### src/rtl/smi_pkg.sv
package smi_pkg;

  localparam int unsigned OPW = 4;

  typedef enum logic [3:0] {
    OP_NOP  = 4'd0,
    OP_ECHO = 4'd1,
    OP_WR   = 4'd2,
    OP_RD   = 4'd3,
    OP_EVT  = 4'd4,
    OP_CLR  = 4'd5,
    OP_STAT = 4'd6,
    OP_DIAG = 4'd7
  } op_e;

  localparam int unsigned ST_PERR = 0;
  localparam int unsigned ST_EVT  = 1;

  // Frame length in bits for a given opcode
  function automatic int unsigned frame_bits(input logic [3:0] op,
                                             input int unsigned dw,
                                             input int unsigned aw);
    case (op)
      OP_ECHO, OP_WR, OP_EVT, OP_DIAG: return OPW + aw + dw + 1;
      OP_RD, OP_CLR, OP_STAT:          return OPW + aw + 1;
      default:                         return dw;
    endcase
  endfunction

endpackage

### src/rtl/smi_frame.sv
module smi_frame #(
  parameter int unsigned DW = 16,
  parameter int unsigned AW = 3
) (
  input  logic          clk,
  input  logic          rst,
  input  logic          frame_en,
  input  logic          sdi,
  input  logic [DW:0]   resp_word,
  output logic          exec_stb,
  output logic          par_ok,
  output logic [3:0]    op_q,
  output logic [AW-1:0] fld_addr,
  output logic [DW-1:0] fld_data,
  output logic          sdo
);
  import smi_pkg::*;

  localparam int unsigned IW = OPW + AW + DW + 1;
  localparam int unsigned RW = DW + 1;
  localparam int unsigned CW = $clog2(IW + 1);

  logic [IW-1:0] sr_q, sr_nx, ins_rev, cov_mask;
  logic [CW-1:0] cnt_q, cnt_inc, len;
  logic          done_q, shift, long_fmt;

  assign shift   = frame_en && !done_q;
  assign sr_nx   = {sdi, sr_q[IW-1:1]};
  assign cnt_inc = cnt_q + 1'b1;
  assign len     = CW'(frame_bits(op_q, DW, AW));

  // first received bit ends up in the highest covered position
  always_comb begin
    for (int i = 0; i < IW; i++) ins_rev[i] = sr_nx[IW-1-i];
  end

  assign cov_mask = {IW{1'b1}} >> (CW'(IW) - len);
  assign par_ok   = ^(ins_rev & cov_mask);
  assign long_fmt = (len == CW'(IW));
  assign fld_addr = long_fmt ? ins_rev[IW-OPW-1 -: AW] : ins_rev[AW:1];
  assign fld_data = ins_rev[DW:1];
  assign exec_stb = shift && (cnt_q >= CW'(OPW)) && (cnt_inc == len);
  assign sdo      = sr_q[0];

  always_ff @(posedge clk) begin
    if (rst) begin
      sr_q   <= '0;
      cnt_q  <= '0;
      done_q <= 1'b0;
      op_q   <= '0;
    end else if (!frame_en) begin
      cnt_q  <= '0;
      done_q <= 1'b0;
    end else if (!done_q) begin
      cnt_q <= cnt_inc;
      if (cnt_inc == CW'(OPW)) op_q <= ins_rev[OPW-1:0];
      if (exec_stb) begin
        done_q <= 1'b1;
        sr_q   <= par_ok ? {sr_nx[IW-1:RW], resp_word} : sr_nx;
      end else begin
        sr_q <= sr_nx;
      end
    end
  end

  AST_CNT_BOUND: assert property (@(posedge clk) disable iff (rst)
    cnt_q <= CW'(IW));
  AST_ONE_EXEC: assert property (@(posedge clk) disable iff (rst)
    exec_stb |=> !exec_stb);
  AST_SDO_IDLE: assert property (@(posedge clk) disable iff (rst)
    !frame_en |=> $stable(sdo));

endmodule

### src/rtl/smi_regs.sv
module smi_regs #(
  parameter int unsigned DW = 16,
  parameter int unsigned AW = 3
) (
  input  logic          clk,
  input  logic          rst,
  input  logic          clr,
  input  logic          s_we,
  input  logic [AW-1:0] s_addr,
  input  logic [DW-1:0] s_wdata,
  output logic [DW-1:0] s_rdata,
  input  logic          l_we,
  input  logic [AW-1:0] l_addr,
  input  logic [DW-1:0] l_wdata,
  output logic [DW-1:0] l_rdata
);
  localparam int unsigned DEPTH = 1 << AW;

  logic [DW-1:0] mem [DEPTH];

  assign s_rdata = mem[s_addr];

  always_ff @(posedge clk) begin
    if (rst || clr) begin
      for (int i = 0; i < DEPTH; i++) mem[i] <= '0;
    end else if (s_we) begin
      mem[s_addr] <= s_wdata;
    end else if (l_we) begin
      mem[l_addr] <= l_wdata;
    end
  end

  always_ff @(posedge clk) begin
    if (rst) l_rdata <= '0;
    else     l_rdata <= mem[l_addr];
  end

  AST_CLR_WINS: assert property (@(posedge clk) disable iff (rst)
    clr |=> (mem[$past(l_addr)] == '0));

endmodule

### src/rtl/smi_port.sv
module smi_port #(
  parameter int unsigned DW = 16,
  parameter int unsigned AW = 3
) (
  input  logic          clk,
  input  logic          rst,
  input  logic          frame_en,
  input  logic          sdi,
  output logic          sdo,
  input  logic          loc_we,
  input  logic [AW-1:0] loc_addr,
  input  logic [DW-1:0] loc_wdata,
  output logic [DW-1:0] loc_rdata,
  output logic          diag_en
);
  import smi_pkg::*;

  logic          exec_stb, par_ok, good;
  logic [3:0]    op_q;
  logic [AW-1:0] fld_addr;
  logic [DW-1:0] fld_data, rd_data, resp_data, stat_q;
  logic [DW:0]   resp_word;
  logic          diag_q;

  smi_frame #(.DW(DW), .AW(AW)) u_frame (
    .clk      (clk),
    .rst      (rst),
    .frame_en (frame_en),
    .sdi      (sdi),
    .resp_word(resp_word),
    .exec_stb (exec_stb),
    .par_ok   (par_ok),
    .op_q     (op_q),
    .fld_addr (fld_addr),
    .fld_data (fld_data),
    .sdo      (sdo)
  );

  assign good = exec_stb && par_ok;

  smi_regs #(.DW(DW), .AW(AW)) u_regs (
    .clk    (clk),
    .rst    (rst),
    .clr    (good && (op_q == OP_CLR)),
    .s_we   (good && (op_q == OP_WR)),
    .s_addr (fld_addr),
    .s_wdata(fld_data),
    .s_rdata(rd_data),
    .l_we   (loc_we),
    .l_addr (loc_addr),
    .l_wdata(loc_wdata),
    .l_rdata(loc_rdata)
  );

  always_comb begin
    case (op_q)
      OP_ECHO, OP_WR, OP_EVT: resp_data = fld_data;
      OP_RD:                  resp_data = rd_data;
      OP_STAT:                resp_data = stat_q;
      OP_DIAG:                resp_data = {{(DW-1){1'b0}}, fld_data[0]};
      default:                resp_data = '0;
    endcase
  end

  assign resp_word = {~^resp_data, resp_data};

  always_ff @(posedge clk) begin
    if (rst) begin
      stat_q <= '0;
      diag_q <= 1'b0;
    end else if (exec_stb) begin
      if (!par_ok) begin
        stat_q[ST_PERR] <= 1'b1;
      end else begin
        case (op_q)
          OP_EVT:          stat_q[ST_EVT] <= 1'b1;
          OP_STAT, OP_CLR: stat_q <= '0;
          OP_DIAG:         diag_q <= fld_data[0];
          default:         ;
        endcase
      end
    end
  end

  assign diag_en = diag_q;

  AST_PERR_FLAG: assert property (@(posedge clk) disable iff (rst)
    (exec_stb && !par_ok) |=> stat_q[ST_PERR]);
  AST_DIAG_HOLD: assert property (@(posedge clk) disable iff (rst)
    !exec_stb |=> $stable(diag_en));
  AST_PERR_DIAG: assert property (@(posedge clk) disable iff (rst)
    (exec_stb && !par_ok) |=> $stable(diag_en));

endmodule

### config.mk
export PLATFORM = sky130hd
export DESIGN_NAME = smi_port
export DESIGN_NICKNAME = d
export VERILOG_FILES = /design/src/rtl/smi_pkg.sv /design/src/rtl/smi_frame.sv /design/src/rtl/smi_regs.sv /design/src/rtl/smi_port.sv
export SDC_FILE = /design/constraint.sdc
export NUM_CORES = 1
export LEC_CHECK = 0
export BUFFER_PORTS_ARGS = -buffer_cell sky130_fd_sc_hd__buf_2
export CORE_MARGIN = 5
export CORE_UTILIZATION = 23
export DETAILED_ROUTE_END_ITERATION = 16
export SLEW_MARGIN = 10
export SYNTH_ARGS = -nofsm -noshare
export SYNTH_HDL_FRONTEND = slang
export SYNTH_SLANG_ARGS = --single-unit
### constraint.sdc
create_clock -name clk -period 4.45 [get_ports clk]
set_input_delay 0.6675 -clock clk [delete_from_list [all_inputs] [get_ports clk]]
set_output_delay 0.6675 -clock clk [all_outputs]
set_load 0.005 [all_outputs]
* Yosys cells after proc, flatten, opt, wreduce, memory -nomap -nowiden
Memory sizes are Yosys's and may differ from the RTL's. A register that Yosys moved wholly into a read port is not among the register bits. Index checks and enable logic that the tools add are counted. W data, S select, Z words.
Cells by class: multiplexer cells 25, multiply operators 0, bitwise operators 3, reduce and logical (&&, ||, !) cells 23, add/subtract/negate cells 2, shifts and indexed selects 1, div/mod/pow operators 0, eq/ne operators 11, order comparisons 1
Operators by type and width (number):
- $pmux W16 S4 | 1
- $mux W17 | 2
- $mux W16 | 2
- $reduce_or A16 Y1 | 2
- $and A24 B24 Y24 | 1
- $reduce_xor A24 Y1 | 1
- $shr A24 B5 Y24 const A | 1
- $eq A4 B3 Y1 const B | 4
- $reduce_xnor A16 Y1 | 1
- $mux W1 | 15
- $pmux W5 S2 | 1
- $mux W3 | 3
- $reduce_and A3 Y1 | 3
- $eq A4 B2 Y1 const B | 2
- $logic_and A1 B1 Y1 | 6
- $reduce_or A3 Y1 | 2
- $add A5 B1 Y5 const B | 1
- $eq A5 B3 Y1 const B | 1
- $eq A5 B5 Y1 | 1
- $eq A5 B5 Y1 const B | 1
- $ge A5 B3 Y1 const B | 1
- $sub A5 B5 Y5 const A | 1
- $eq A4 B1 Y1 const B | 1
- $reduce_and A2 Y1 | 2
- 8 further kinds | 10
Word-level totals: latch bits 0, bits in registers 37, memories kept 1, ROM bits 0, input bits 24, output and inout bits 18, memory bits (writable) 128
Memories:
- u_regs.mem | words 8, bits a word 16, read ports 2, clocked after memory_dff 1, write ports 8, RTL line smi_regs.sv:19 | logic [DW-1:0] mem [DEPTH];

* Depth between registers and ports, before layout
depth in word-level cells 15, gate-level depth with buffers 16, gate-level depth less buffers 11

* By module
A second synthesis with hierarchy kept.
Second synthesis, totals: cell total of the unflattened synthesis 1012, area, all modules 11163.2 um2
By module, submodules not included:
- smi_regs | cells each 660, sequential area each 4164.0 um2, area an instance 8114.0 um2, instances 1
- smi_frame | cells each 219, sequential area each 680.7 um2, area an instance 1958.1 um2, instances 1
- smi_port | cells each 133, sequential area each 60.1 um2, area an instance 1091.0 um2, instances 1

* Least setup slack after synthesis
Ideal clock, no wire load.
path kind reg2reg, from register u_frame.op_q[0], to memory u_regs.mem[2][0] (enable), buffers on the path 4, setup time 0.372 ns, stages on the path, launching flop included 15, required time 4.078 ns, path slack 0.745 ns, data arrival time 3.334 ns, period minus slack after synthesis 3.705 ns, path through dfxtp_1 > buf_6 > xnor3_2 > or2_4 > nor2_1 > xnor3_1 > nor2b_1 > buf_4 > nor4b_4 > or3b_2 > a21boi_2 > nand2b_1 > buf_2 > buf_2 > nand2_1
RTL lines:
- start, declared | RTL line smi_frame.sv:12 | output logic [3:0] op_q,
- start signal, assigned | RTL line smi_frame.sv:56 | if (cnt_inc == CW'(OPW)) op_q <= ins_rev[OPW-1:0];
- end, declared | RTL line smi_regs.sv:19

* Final worst setup path
from register u_frame.op_q[1], to register u_frame.sr_q[16]
On the way: longest elaborated chain between the ends 10
Ends and longest elaborated chain:
- branches (longest 9 deep; another with $sub A5 B5 Y5)
- $mux W17 * | RTL line smi_frame.sv:57 | if (exec_stb) begin
- end signal, assigned | RTL line smi_frame.sv:59 | sr_q <= par_ok ? {sr_nx[IW-1:RW], resp_word} : sr_nx;
- end signal, assigned | RTL line smi_frame.sv:61 | sr_q <= sr_nx;
- end, declared | RTL line smi_frame.sv:23 | logic [IW-1:0] sr_q, sr_nx, ins_rev, cov_mask;
Mark *: on every way between the ends. A chain may end at the register's enable or synchronous reset.

==> results.txt <==
Wire length per cell: 20.3 um
Crit Path Class: register to register
CTS buffer count: 17
TritonCTS clock tree: built
Slowest library cell on the worst path: sky130_fd_sc_hd__dfxtp_1
Top-level I/O count: 42
Sequential element share of the synthesized area: 49.6%
Clock tree root buffer cell: sky130_fd_sc_hd__clkbuf_16
Via density per instance: 4.92
Number of nets at the end of the flow: 943
FP Rows: 76
Hold path depth: 2
DRC Markers: 0
Number of non-filler instances in the completed layout: 1475
Final weighted congestion in routability-driven placement: 0.817
Worst slack on hold paths: 500 ps
Number of maximum-capacitance constraint violations: 0
Unrepaired setup endpoints after global routing: false
Fraction of the core area covered by cells at the end of the flow: 26.7%
Layout overhead on the synthesized area: 15.6%
Iteration-0 DRC count of the detailed router: 845
CTS Sinks: 181
Die ar.: 47200 sq um
Net count after synthesis: 893
Avg Synthesized Cell Area: 11.4 sq um
Peak supply drop: 0.258 mV
Synthesis warning total: 0
Maximum number of pins on one net before global-route repair: 50
Startpoint types: register
Clock period minus final worst setup slack: 4160 ps
Maximum frequency from static timing analysis: 241 MHz
Layout cells sized above 1: 23.5%
Max incr delay on CP: 570 ps
Clock-pin transition on the worst setup and hold timing paths: 70 ps
Number of max-slew violations in the final report: 0
Number of register bits inferred by synthesis: 181
LEAKAGE: 4.00 nW
Initial standard-cell utilization of the core: 23.1%
Number of antenna cells inserted: 0
Internal power summed over all cells: 2.85 mW
FF-to-FF path depth: 12
Transition time of the tightest slew-check pin: 788 ps
Post-synth cell types: 63
Net switching fraction of the power: 25.5%
Wire length of the first global-routing pass: 45000 um
CP Cell Sequence: xnor3_2 > nor2_2 > buf_4 > mux2_8 > nor2_2 > a31oi_1 > a32oi_1 > xnor2_1 > xnor2_1 > xnor2_1 > xnor3_1 > o22ai_2
Sequential power share: 49.5%
DRT antenna net count: 0
Clock latency on the worst-skew pair: 450 ps
Async set or reset register ratio after synthesis: 0%
Antenna violations before repair: 0
Total overflow reported by the global router: 0
Relative slew slack: 47.3%
Worst-case clock skew: 15.9 ps
Power per cell area: 335 nW/um^2
Number of setup violations in the final report: 0
CP Data Arrival Time: 4520 ps
GRT Total Usage: 12.6%
Clock power share: 41.1%
Most common flop cell mapped by yosys: sky130_fd_sc_hd__edfxtp_1
Most frequent cell on the critical path: sky130_fd_sc_hd__xnor2_1
Number of detailed-route iterations in the first pass: 7
Vias in the first global route: 7089
Number of enable flip-flop cells after synthesis: 128
Crit path capture type: register
HPWL after DPL: 20700 um
Fin Setup TNS: 0 ps
Status: completed
Post-Syn Area: 9880 sq um
Clock H-tree levels: 4
Buffers from clock root to sink, at most: 2
Vertical extent of the die: 217 um
Area of the core: 42800 sq um
Ratio of final minimum period to clock period: 93.4%
Critical path required time: 4810 ps
Total number of vias: 7263
Logic pwr share: 9.4%
Gate count of the mapped netlist: 866
Total placed cells including tap cells: 1443
Total of fill cells in the finished design: 4433
Crit Path Max Fanout: 25
Die boundary width: 217 um
Number of I/O port buffers: 41
Post-detailed-routing wire length: 29900 um
Worst Hold Class: register to register
Switching power total: 0.974 mW
Total design power: 3.82 mW
Count of endpoints failing hold in the final timing report: 0
-- worst paths after layout --
| kind | start | to | slack (ps) |
|---|---|---|---|
| max | u_frame.op_q[1]$_SDFFE_PP0P_ | u_frame.sr_q[16]$_SDFFE_PP0P_ | 290 |
| max reg2reg | u_frame.op_q[1]$_SDFFE_PP0P_ | u_frame.sr_q[16]$_SDFFE_PP0P_ | 290 |
| min reg2reg | diag_en$_SDFFE_PP0P_ | diag_en$_SDFFE_PP0P_ | 500 |
| min | diag_en$_SDFFE_PP0P_ | diag_en$_SDFFE_PP0P_ | 500 |
-- cells in the final DEF, fill, tap and decap left out, types with 7 or more instances in the layout --
master	netlist	final
sky130_fd_sc_hd__nand2_1	100	100
sky130_fd_sc_hd__mux2i_4	12	12
sky130_fd_sc_hd__o21ai_0	10	10
sky130_fd_sc_hd__mux2i_1	41	39
sky130_fd_sc_hd__o211ai_1	8	8
sky130_fd_sc_hd__a22oi_1	16	16
sky130_fd_sc_hd__edfxtp_1	128	128
sky130_fd_sc_hd__a21oi_1	43	43
sky130_fd_sc_hd__xnor2_1	27	27
sky130_fd_sc_hd__buf_2	11	41
sky130_fd_sc_hd__nand3_1	11	11
sky130_fd_sc_hd__dfxtp_1	53	53
sky130_fd_sc_hd__nor2_1	191	190
sky130_fd_sc_hd__nor2b_1	8	7
sky130_fd_sc_hd__buf_4	5	56
sky130_fd_sc_hd__mux4_2	46	46
sky130_fd_sc_hd__xor2_1	11	11
sky130_fd_sc_hd__clkbuf_16	0	17
sky130_fd_sc_hd__a311oi_1	8	8
-- stage by stage --
step | setup WS, ps | cell area [sq um]
6_report | 295 | 11400
5_1_grt | 39.9 | 11400
4_1_cts | 226 | 11400
3_5_place_dp | 275 | 10800
3_3_place_gp | 335 | 10800
2_1_floorplan | 745 | 9880
-- flip-flops by register name, summed over array words and instances, names as in the netlist --
signal          count
diag_en             1
stat_q              2
u_frame.cnt_q       5
u_frame.done_q      1
u_frame.op_q        4
u_frame.sr_q       24
u_regs.l_rdata     16
u_regs.mem        128
-- metal layers --
layer	wire, um	global-route usage (%)	vias up
li1	-	-	3222
met5	0	0	-
met3	2240	2.32	59
met2	14500	20.6	347
met1	12000	16.4	3635
met4	1090	5.31	0
-- timing repair --
action / in CTS / in global routing
endpoints found under the setup margin: 0 / 1
hold buffers: 0 / 0
gates resized for setup: 0 / 2
setup buffers: 0 / 0
-- kinds of logic (layout without fill, tap and decap cells) --
group / Yosys count / in the layout / synth area share [%]
AO/OA/AOI/OAI: 115 / 115 / 8.11
buffers and inverters: 72 / 135 / 4.33
AND/OR/NAND/NOR: 349 / 349 / 15.3
XOR/XNOR: 41 / 41 / 4.07
multiplexers: 105 / 105 / 18.1
adder cells (fa/ha/maj): 3 / 3 / 0.380
flip-flops: 181 / 181 / 49.6
-- synthesized netlist by cell type (all sizes together), types with 3 or more instances --
library cell  number  area [sq um]
mux4              46          1040
nand2            106           443
nand3             11          55.1
nand4              5          46.3
xor2              11          96.3
ha                 3          37.5
or3                5          31.3
a21oi             43           215
nor2b              8          50.1
nand2b             6          37.5
mux2               6          75.1
a32oi              7          68.8
a31oi              6          37.5
xnor2             27           236
nor2             193           729
mux2i             53           681
inv                5          18.8
edfxtp           128          3840
dfxtp             53          1060
clkbuf            31           118
xnor3              3          68.8
o211ai             8          60.1
a22oi             17           133
buf               36           292
a311oi             8          70.1
o21ai             11          55.1
-- critical path: cells and delay by family, from the launching register on --
kind	cells	cell delay, ps
DFF	1	570
muxes	1	500
buffers and inverters	1	240
xor gates and xnor gates	5	1420
AOI/OAI and AO/OA	3	770
and+or+nand+nor	2	570
-- area by class of cell --
class / instances / area, sq um / share of cell area [%]
repair buffers: 98 / 646 / 5.66
inverters: 5 / 18.8 / 0.164
flip-flops and latches: 181 / 4900 / 43.0
clock inverters: 15 / 166 / 1.46
well taps: 546 / 683 / 5.98
clock buffers: 17 / 425 / 3.73
multi-input cells: 613 / 4570 / 40.0
-- power by group through the flow --
stage               logic [mW]  registers [mW]  clock network, mW
floorplan                0.233            1.92                  0
CTS                      0.362            1.89               1.60
global placement         0.360            1.93                  0
global route             0.386            1.90               1.66
finish                   0.361            1.89               1.57
detailed placement       0.361            1.93                  0
Note: power is estimated with default switching activity, not from simulation.
